### config.mk
export PLATFORM = sky130hd
export DESIGN_NAME = stream_dma
export DESIGN_NICKNAME = d
export VERILOG_FILES = /design/src/rtl/stream_dma.sv
export SDC_FILE = /design/constraint.sdc
export NUM_CORES = 1
export LEC_CHECK = 0
export BUFFER_PORTS_ARGS = -buffer_cell sky130_fd_sc_hd__buf_2
export CORE_MARGIN = 3
export CORE_UTILIZATION = 38
export DETAILED_ROUTE_END_ITERATION = 6
export HOLD_SLACK_MARGIN = 0.03
export PLACE_DENSITY = 0.74
export SYNTH_ARGS = -nofsm -noshare
export SYNTH_HDL_FRONTEND = slang
export SYNTH_SLANG_ARGS = --single-unit
export TNS_END_PERCENT = 50
### constraint.sdc
create_clock -name clk -period 9.71 [get_ports clk]
set_input_delay 0.4855 -clock clk [delete_from_list [all_inputs] [get_ports clk]]
set_output_delay 0.4855 -clock clk [all_outputs]
set_load 0.02 [all_outputs]
### src/rtl/stream_dma.sv
module stream_dma #(
  parameter int ADDR_W = 32,
  parameter int DATA_W = 32,
  parameter int BEAT_W = 16,
  parameter int REP_W  = 16,
  parameter bit TO_MEM = 1'b0
) (
  input  logic              clk,
  input  logic              rst_n,
  input  logic              start,
  input  logic [ADDR_W-1:0] base_addr,
  input  logic [BEAT_W-1:0] img_beats,
  input  logic [REP_W-1:0]  img_count,
  input  logic              wrap_mode,
  output logic              done,
  output logic              ar_valid,
  input  logic              ar_ready,
  output logic [ADDR_W-1:0] ar_addr,
  output logic [7:0]        ar_len,
  input  logic              r_valid,
  output logic              r_ready,
  input  logic [DATA_W-1:0] r_data,
  input  logic              r_last,
  output logic              aw_valid,
  input  logic              aw_ready,
  output logic [ADDR_W-1:0] aw_addr,
  output logic [7:0]        aw_len,
  output logic              w_valid,
  input  logic              w_ready,
  output logic [DATA_W-1:0] w_data,
  output logic              w_last,
  input  logic              b_valid,
  output logic              b_ready,
  output logic              m_valid,
  input  logic              m_ready,
  output logic [DATA_W-1:0] m_data,
  input  logic              s_valid,
  output logic              s_ready,
  input  logic [DATA_W-1:0] s_data
);
  localparam int BPB       = DATA_W / 8;
  localparam int LOG_BPB   = $clog2(BPB);
  localparam int MAX_BURST = 256;

  typedef enum logic [1:0] {IDLE, ADDR, DATA, RESP} st_t;

  st_t               st;
  logic [ADDR_W-1:0] cur_addr, base_q;
  logic [BEAT_W-1:0] beats_q, beats_left;
  logic [REP_W-1:0]  reps_left;
  logic              wrap_q;
  logic [8:0]        burst_left, blen;
  logic [12:0]       room, room_beats;
  logic [7:0]        ax_len;
  logic              ax_valid, ax_ready, beat, burst_end, img_end;
  logic              unused_ok;

  assign room       = 13'd4096 - {1'b0, cur_addr[11:0]};
  assign room_beats = room >> LOG_BPB;

  always_comb begin
    blen = 9'd256;
    if (beats_left < BEAT_W'(MAX_BURST)) blen = beats_left[8:0];
    if (room_beats < {4'b0, blen}) blen = room_beats[8:0];
  end

  assign ax_len    = 8'(blen - 9'd1);
  assign ax_valid  = (st == ADDR);
  assign ax_ready  = TO_MEM ? aw_ready : ar_ready;
  assign beat      = (st == DATA) && (TO_MEM ? (s_valid && w_ready) : (r_valid && m_ready));
  assign burst_end = TO_MEM ? (st == RESP && b_valid) : (beat && burst_left == 9'd1);
  assign img_end   = (st == RESP) ? (beats_left == '0) : (beats_left == BEAT_W'(1));

  assign ar_valid = !TO_MEM && ax_valid;
  assign aw_valid = TO_MEM && ax_valid;
  assign ar_addr  = cur_addr;
  assign aw_addr  = cur_addr;
  assign ar_len   = ax_len;
  assign aw_len   = ax_len;
  assign r_ready  = !TO_MEM && (st == DATA) && m_ready;
  assign m_valid  = !TO_MEM && (st == DATA) && r_valid;
  assign m_data   = r_data;
  assign w_valid  = TO_MEM && (st == DATA) && s_valid;
  assign s_ready  = TO_MEM && (st == DATA) && w_ready;
  assign w_data   = s_data;
  assign w_last   = (burst_left == 9'd1);
  assign b_ready  = TO_MEM && (st == RESP);
  assign unused_ok = r_last;

  always_ff @(posedge clk or negedge rst_n) begin
    if (!rst_n) begin
      st         <= IDLE;
      done       <= 1'b0;
      cur_addr   <= '0;
      base_q     <= '0;
      beats_q    <= '0;
      wrap_q     <= 1'b0;
      beats_left <= '0;
      reps_left  <= '0;
      burst_left <= '0;
    end else begin
      done <= 1'b0;
      case (st)
        IDLE: if (start) begin
          base_q     <= base_addr;
          beats_q    <= img_beats;
          wrap_q     <= wrap_mode;
          cur_addr   <= base_addr;
          beats_left <= img_beats;
          reps_left  <= img_count;
          if (img_count == '0 || img_beats == '0) done <= 1'b1;
          else st <= ADDR;
        end
        ADDR: if (ax_ready) begin
          burst_left <= blen;
          cur_addr   <= cur_addr + (ADDR_W'(blen) << LOG_BPB);
          st         <= DATA;
        end
        DATA: if (beat) begin
          burst_left <= burst_left - 9'd1;
          beats_left <= beats_left - BEAT_W'(1);
          if (TO_MEM && burst_left == 9'd1) st <= RESP;
        end
        default: ;
      endcase
      if (burst_end) begin
        if (!img_end) st <= ADDR;
        else if (reps_left == REP_W'(1)) begin
          st   <= IDLE;
          done <= 1'b1;
        end else begin
          reps_left  <= reps_left - REP_W'(1);
          beats_left <= beats_q;
          if (wrap_q) cur_addr <= base_q;
          st <= ADDR;
        end
      end
    end
  end


  page_bound_chk: assert property (@(posedge clk) disable iff (!rst_n)
    ax_valid |-> (int'(cur_addr[11:0]) + ((int'(ax_len) + 1) << LOG_BPB)) <= 4096);


  burst_fit_chk: assert property (@(posedge clk) disable iff (!rst_n)
    ax_valid |-> int'(ax_len) < int'(beats_left));


  addr_hold_chk: assert property (@(posedge clk) disable iff (!rst_n)
    ax_valid && !ax_ready |=> ax_valid && $stable(cur_addr) && $stable(ax_len));


  done_pulse_chk: assert property (@(posedge clk) disable iff (!rst_n)
    done |=> !done);


  done_quiet_chk: assert property (@(posedge clk) disable iff (!rst_n)
    done |-> !ax_valid && !m_valid && !w_valid);


  empty_run_chk: assert property (@(posedge clk) disable iff (!rst_n)
    start && st == IDLE && (img_count == '0 || img_beats == '0) |=> done && !ax_valid);
endmodule

==> results.txt, run 1 <==
----------------------------------------------------
[Cells and area]
  Sequential cell area ... 3128 um2
  Final nets ... around 1300
  Post-route non-filler standard cell count ... 1435
  Area growth syn-to-layout ... 9.334%
  Fill count ... 2278
  Fraction of final layout cells with drive strength greater than 1 ... 20.16%
  Area of combinational cells with multiple inputs ... 4682 um2

[Floorplan]
  Rows ... 55
  Starting Density ... 39.19%
  Die extent in y ... 159.7 um
  Number of ports placed on the die boundary ... around 290
  Die Area ... approximately 26000 um2
  Placeable core area ... 22920 um2
  Width of the chip ... 159.7 um

[Setup path]
  Critical path, cell by cell ... nor4_4 > nand2_4 > or3_4 > xor2_1 > ha_1 > and3_1 > a221oi_1 > o21ai_0 > a21o_1 > a21o_1 > mux2i_1 > inv_1 > ha_1 > a21o_1 > a21o_1 > a31oi_1 > a2111oi_0 > xor2_1 > a222oi_1 > a21oi_1
  Top fanout value on the critical path ... 17
  Arrival time of the worst setup path ... 6.80 ns
  End of the worst register-to-register path ... ar_addr[21]
  Required time reported for the critical path endpoint ... 10.00 ns
  Worst Setup End Kind ... flop
  Buffers & Inverters on Critical Path ... 1
  Critical Path Source Type ... flop
  Crit-path max cell delay ... 0.88 ns
  Worst R2R Start ... ar_addr[2]
  R2R Setup Slk ... 3.20 ns
  Critical Setup Path Class ... flop to flop
  Most common cell on crit path ... sky130_fd_sc_hd__a21o_1
  Cell with the largest stage delay on the worst path ... sky130_fd_sc_hd__a31oi_1
  Length in cells of the worst reg-to-reg path ... 20
  Kind of cell with the highest combined delay on the critical path ... compound AO/OA/AOI/OAI gates

[Route]
  Vias after detailed routing ... 8113
  Number of design rule violations left after detail routing ... 0
  Post-route antenna net violation count ... 0
  Drt pass-1 iters ... 6
  Met1 layer wirelength in the final routing ... 10820 um
  Final routed wire length divided by cell count ... 17.55 um
  Total routed wirelength ... 25180 um
  Routed length on met3 ... between 2000 and 2500 um
  Starting DRC count in detailed routing ... roughly 780
  Detail Route met2 WL ... 11680 um
  Highest metal layer with signal wires ... met5
  Via-per-instance ratio ... 5.654

[Power]
  Pwr Density ... between 100 and 150 nW/um2
  Leakage power ... 0.005167 uW
  Total power draw ... 1287 uW
  Worst IR drop on VDD ... 0.00009047 V

[Placement]
  Placer Congestion ... 0.8887
  Port buffer count ... 155
  Pre-CTS WS ... 3.274 ns
  Cell count after placement ... 1402
  Estimated wirelength of the detail-placed design ... approximately 18000 um

[Logic synthesis]
  Post-synth ARST share ... 100.0%
  Sequential element share of the synthesized area ... 34.83%
  Number of different library cells in the post-synthesis netlist ... 81
  YS warnings ... 0
  Most frequently used flop master after synthesis ... sky130_fd_sc_hd__dfrtp_1
  Mean instance size in the synthesized netlist ... ~8.3 um2
  Total of flip-flops plus latches after synthesis ... 125
  Area of the mapped netlist ... 8981 um2
  Number of flops mapped to enable cells by yosys ... 0
  Post-synthesis cell count ... ~1100

[Clocking]
  H-tree depth reported by CTS ... 4
  CTS sink cnt ... 125
  Number of buffers inserted by post-CTS setup repair ... 0
  Insertion delay of the later-clocked pin in the worst-skew pair ... 0.43 ns
  Clock tree root buffer cell ... sky130_fd_sc_hd__clkbuf_16
  Number of gates given a new drive strength after cts ... 0
  CTS Hold Buffers Added ... 0
  Clock tree from TritonCTS ... built
  Clock slew at reported path FFs ... 0.06 ns
  Max Buffers Root-to-Sink ... 2
  CTS Buf Count ... 17

[Global routing]
  Number of antenna violations at the first check in global routing ... 3
  Number of global-route vias before repair ... 7821
  Global-route wire length before repair ... 40820 um
  Maximum number of pins on one net before global-route repair ... 94
  Global router's overall resource usage ... 19.42%
  Global route total overflow ... 0

[Timing]
  Final number of max-transition violations ... 0
  Max Fclk ... 153.7 MHz
  Worst clock skew ... 0.01484 ns
  Worst max-slew margin expressed relative to the limit ... 23.12%
  Period utilization ... 67.03%
  Unrepaired setup endpoints after global routing ... false
  Setup ws final ... between 3 and 4 ns
  Measured slew at the worst slew-check pin ... ~1.2 ns
  Worst hold slack ... around 0.080 ns
  Min Clock Period, post-route ... 6.508 ns
  Hold Fails Final Rpt ... 0
  Final setup fails ... 0
  Aggregate negative setup slack ... 0 ns

[Worst hold path]
  Hold Crit Class ... primary input to async pin

[Run]
  Max-cap viol count ... 0

[Status]
  Result of the run ... complete, no violations

----------------------------------------------------
[cells by family after synthesis]
logic type	synth area share, %
simple gates	22.61
compound gates	17.29
buf+inv	13.22
flops	34.83
xor+xnor	5.266
fa+ha+maj	4.681
mux	2.062
other cells	0.04175
[cells in the mapped netlist (8+ instances only)]
cell type / instances / area [um2]
sky130_fd_sc_hd__nor3_1: 23 / 115.1
sky130_fd_sc_hd__xor2_1: 33 / 289.0
sky130_fd_sc_hd__nand4_1: 16 / 100.1
sky130_fd_sc_hd__dfrtp_1: 125 / 3128
sky130_fd_sc_hd__ha_1: 32 / 400.4
sky130_fd_sc_hd__nand3_1: 20 / 100.1
sky130_fd_sc_hd__and3_1: 10 / 62.56
sky130_fd_sc_hd__buf_2: 10 / 50.05
sky130_fd_sc_hd__a211oi_1: 10 / 75.07
sky130_fd_sc_hd__a31oi_1: 8 / 50.05
sky130_fd_sc_hd__or3_1: 9 / 56.30
sky130_fd_sc_hd__inv_1: 31 / 116.4
sky130_fd_sc_hd__nor4_1: 20 / 125.1
sky130_fd_sc_hd__a21oi_1: 69 / 345.3
sky130_fd_sc_hd__xnor2_1: 21 / 183.9
sky130_fd_sc_hd__nand2_1: 207 / 777.0
sky130_fd_sc_hd__o21ai_0: 42 / 210.2
sky130_fd_sc_hd__a21o_1: 9 / 67.56
sky130_fd_sc_hd__clkbuf_1: 34 / 127.6
sky130_fd_sc_hd__nor2_1: 90 / 337.8
sky130_fd_sc_hd__buf_4: 109 / 818.3
sky130_fd_sc_hd__mux2i_1: 11 / 110.1
sky130_fd_sc_hd__a222oi_1: 38 / 380.4
[metrics by stage]
| stage | area (um2) | utilization [%] |
|---|---|---|
| after floorplan | 8992 | - |
| after global routing | 9819 | 42.85 |
| after CTS | 9817 | 42.84 |
| after detailed placement | 9168 | 40.01 |
| after global placement | 9168 | 40.01 |
| final | 9819 | 42.85 |
[report_power, final]
part           internal, uW  switching, uW  leakage (uW)
Sequential              522           1.32       0.00172
Combinational          18.4           36.7       0.00314
Clock                   454            255      0.000311
[registers in the layout (all words and copies together) (netlist names)]
name        flops
ar_addr        32
base_q         32
beats_left     16
beats_q        16
reps_left      16
burst_left      9
st              2
done            1
wrap_q          1
[how the worst max path moves through the flow]
stage,start,end,slack [ns],depth (start not counted)
floorplan,ar_addr[2],ar_addr[30],4.29,22
global placement,ar_addr[2],ar_addr[21],3.39,20
detailed placement,ar_addr[2],ar_addr[21],3.27,20
CTS,ar_addr[2],ar_addr[21],3.25,20
global route,ar_addr[2],ar_addr[21],2.87,20
finish,ar_addr[2],ar_addr[21],3.20,20
[routing by layer]
metal	track usage [%]	up-vias
li1	-	3758
met1	26.25	3934
met2	30.66	372
met3	4.721	45
met4	6.248	4
met5	0	-
[cell usage in the layout (no fill, tap or decap), types with 5 or more instances in the layout]
| cell | netlist | layout |
|---|---|---|
| sky130_fd_sc_hd__nand3_1 | 20 | 20 |
| sky130_fd_sc_hd__nand2b_1 | 7 | 7 |
| sky130_fd_sc_hd__a31oi_1 | 8 | 8 |
| sky130_fd_sc_hd__xnor2_1 | 21 | 21 |
| sky130_fd_sc_hd__ha_1 | 32 | 32 |
| sky130_fd_sc_hd__nor2_1 | 90 | 90 |
| sky130_fd_sc_hd__dfrtp_1 | 125 | 125 |
| sky130_fd_sc_hd__clkbuf_16 | 0 | 17 |
| sky130_fd_sc_hd__a221o_1 | 6 | 6 |
| sky130_fd_sc_hd__or2_2 | 5 | 5 |
| sky130_fd_sc_hd__nor4_1 | 20 | 20 |
| sky130_fd_sc_hd__nor3_1 | 23 | 23 |
| sky130_fd_sc_hd__or3_1 | 9 | 9 |
| sky130_fd_sc_hd__a211oi_1 | 10 | 10 |
| sky130_fd_sc_hd__nand2_1 | 207 | 206 |
| sky130_fd_sc_hd__mux2i_1 | 11 | 11 |
| sky130_fd_sc_hd__xor2_1 | 33 | 33 |
| sky130_fd_sc_hd__nand4_1 | 16 | 16 |
| sky130_fd_sc_hd__buf_4 | 109 | 10 |
| sky130_fd_sc_hd__buf_2 | 10 | 154 |
| sky130_fd_sc_hd__a21o_1 | 9 | 9 |
| sky130_fd_sc_hd__a222oi_1 | 38 | 38 |
| sky130_fd_sc_hd__inv_1 | 31 | 31 |
| sky130_fd_sc_hd__and3_1 | 10 | 10 |
| sky130_fd_sc_hd__o21ai_0 | 42 | 42 |
| sky130_fd_sc_hd__a21oi_1 | 69 | 69 |
[area by class of cell]
cell class	instances	share of cell area (%)
repair buffers	164	8.614
well taps	313	3.988
clock buffers	21	4.791
inverters	32	1.223
flip-flops and latches	125	31.86
multi-input cells	768	47.68
diodes	1	0.02548
clock inverters	11	1.822
[worst register-to-register path: stages, from the launching register on]
cell	delay (ns)
sky130_fd_sc_hd__dfrtp_1	0.51
sky130_fd_sc_hd__nor4_4	0.51
sky130_fd_sc_hd__nand2_4	0.11
sky130_fd_sc_hd__or3_4	0.39
sky130_fd_sc_hd__xor2_1	0.17
sky130_fd_sc_hd__ha_1	0.33
sky130_fd_sc_hd__and3_1	0.18
sky130_fd_sc_hd__a221oi_1	0.29
sky130_fd_sc_hd__o21ai_0	0.12
sky130_fd_sc_hd__a21o_1	0.21
sky130_fd_sc_hd__a21o_1	0.42
sky130_fd_sc_hd__mux2i_1	0.49
sky130_fd_sc_hd__inv_1	0.15
sky130_fd_sc_hd__ha_1	0.30
sky130_fd_sc_hd__a21o_1	0.16
sky130_fd_sc_hd__a21o_1	0.26
sky130_fd_sc_hd__a31oi_1	0.88
sky130_fd_sc_hd__a2111oi_0	0.30
sky130_fd_sc_hd__xor2_1	0.22
sky130_fd_sc_hd__a222oi_1	0.26
sky130_fd_sc_hd__a21oi_1	0.11
Power figures use the tool's default switching activity.
==> run 2, diff against run 1 <==
- clock period: 9.71 -> 6 ns (I/O delays scaled with it)
==> results.txt, run 2 (synthesis gave the netlist of run 1 again) <==
----------------------------------------------------
[Status]
  Result of the run ... complete, but fails checks
  Violated checks ... DRC

[Setup path]
  Top fanout value on the critical path ... 10
  Arrival time of the worst setup path ... 5.90 ns
  Critical Path Source Type ... flop
  Critical path, cell by cell ... nor4_4 > nand2_4 > or3_4 > xor2_1 > ha_1 > and3_1 > a221oi_1 > o21ai_0 > a21o_1 > a21o_1 > buf_4 > mux2i_1 > inv_1 > ha_1 > and3_1 > o2bb2ai_1 > a311oi_2 > buf_4 > nor4_1 > xor2_1 > a222oi_1 > a21oi_1
  Worst Setup End Kind ... flop
  Kind of cell with the highest combined delay on the critical path ... compound AO/OA/AOI/OAI gates
  Cell with the largest stage delay on the worst path ... sky130_fd_sc_hd__nor4_4
  Required time reported for the critical path endpoint ... 6.29 ns
  Buffers & Inverters on Critical Path ... 3
  Critical Setup Path Class ... flop to flop
  Crit-path max cell delay ... 0.48 ns

[Global routing]
  Global-route wire length before repair ... 40400 um
  Maximum number of pins on one net before global-route repair ... 79
  Global router's overall resource usage ... 19.35%
  Global route total overflow ... 0
  Number of global-route vias before repair ... between 7000 and 8000
  Number of antenna violations at the first check in global routing ... 2

[Cells and area]
  Area growth syn-to-layout ... 10.67%
  Post-route non-filler standard cell count ... 1450
  Most frequent cells in the layout ... 206 x sky130_fd_sc_hd__nand2_1, 154 x sky130_fd_sc_hd__buf_2, 125 x sky130_fd_sc_hd__dfrtp_1
  Final nets ... 1295
  Final standard cell area without fillers ... slightly below 10000 um2
  Most frequent standard cell in the layout excluding fill and tap cells ... sky130_fd_sc_hd__nand2_1
  Fraction of final layout cells with drive strength greater than 1 ... approximately a fifth

[Clocking]
  Max Buffers Root-to-Sink ... 2
  CTS Buf Count ... 17
  Clock tree root buffer cell ... sky130_fd_sc_hd__clkbuf_16
  Number of buffers inserted by post-CTS setup repair ... 0
  H-tree depth reported by CTS ... 4
  CTS sink cnt ... ~130
  Clock tree from TritonCTS ... built
  Clock slew at reported path FFs ... 0.06 ns
  Insertion delay of the later-clocked pin in the worst-skew pair ... 0.42 ns

[Timing]
  Max Fclk ... 178.3 MHz
  Unrepaired setup endpoints after global routing ... false
  Final number of max-transition violations ... 0
  Period utilization ... 93.49%
  Min Clock Period, post-route ... 5.609 ns
  Final setup fails ... 0
  Worst clock skew ... about 0.012 ns
  Worst hold slack ... 0.05483 ns
  Aggregate negative setup slack ... 0 ns
  Worst max-slew margin expressed relative to the limit ... 28.65%
  Measured slew at the worst slew-check pin ... 1.070 ns
  Hold Fails Final Rpt ... 0

[Floorplan]
  Die extent in y ... 159.7 um
  Rows ... 55
  Placeable core area ... between 20000 and 25000 um2
  Width of the chip ... 159.7 um
  Number of ports placed on the die boundary ... 293
  Die Area ... 25520 um2
  Starting Density ... approximately two fifths

[Route]
  Drt pass-1 iters ... 7
  Total routed wirelength ... 25420 um
  Number of design rule violations left after detail routing ... 3
  Post-route antenna net violation count ... 0
  Via-per-instance ratio ... 5.587
  Starting DRC count in detailed routing ... 854
  Final routed wire length divided by cell count ... between 15 and 20 um
  Vias after detailed routing ... 8101

[Placement]
  Placer Congestion ... 0.9168
  Cell count after placement ... 1416
  Estimated wirelength of the detail-placed design ... 17930 um
  Port buffer count ... 155
  Placed cell area ... 9273 um2

[Power]
  Pwr Density ... 210.8 nW/um2
  Total power draw ... 2095 uW
  Leakage power ... 0.005231 uW
  Worst IR drop on VDD ... ~0.00013 V

[Worst hold path]
  Hold Crit Class ... primary input to async pin

[Run]
  Max-cap viol count ... 0

----------------------------------------------------
==> run 2: metrics by stage <==
stage | worst slack, ns | util [%]
2_1_floorplan | 0.5820 | -
3_3_place_gp | 0.5351 | 40.46
3_5_place_dp | 0.4783 | 40.46
4_1_cts | 0.4305 | 43.32
5_1_grt | 0.05887 | 43.37
6_report | 0.3907 | 43.37
==> run 2: what timing repair did <==
item	in CTS	in global routing
setup endpoints to repair	0	2
gates resized for setup	0	1
hold buffers	0	0
==> run 2: area by class of cell <==
type	count	area (um2)
fillers	2265	12980
multi-input cells	768	4690
flip-flops and latches	125	3128
repair buffers	178	950.9
clock buffers	19	442.9
well taps	313	391.6
clock inverters	13	211.5
inverters	32	120.1
diodes	2	5.005
==> run 2: path summary, 6_finish.rpt <==
| check | startpoint | depth (start not counted) | slack, ns | endpoint |
|---|---|---|---|---|
| worst min register to register | base_q[17] | 2 | 0.48 | base_q[17] |
| worst min-delay path | rst_n | 1 | 0.05 | base_q[2] |
| min in group clk | base_addr[26] | 3 | 0.09 | base_q[26] |
| worst max register to register | ar_addr[2] | 22 | 0.39 | ar_addr[30] |
| worst max-delay path | ar_addr[2] | 22 | 0.39 | ar_addr[30] |
| max in group asynchronous | rst_n | 2 | 4.65 | beats_left[11] |
==> run 2: metal layers <==
metal	track usage [%]	wire length (um)	vias up
met5	0	0	-
met4	6.606	517	0
met3	5.058	2049	36
met2	30.68	11740	368
met1	25.69	11110	3902
li1	-	-	3795
==> run 2: report_power, final <==
group | internal [uW] | switching [uW] | total, uW | leakage [uW]
clock network | 751 | 407 | 1160 | 0.000306
logic | 30.3 | 60.8 | 91.1 | 0.00321
registers | 844 | 2.11 | 846 | 0.00172
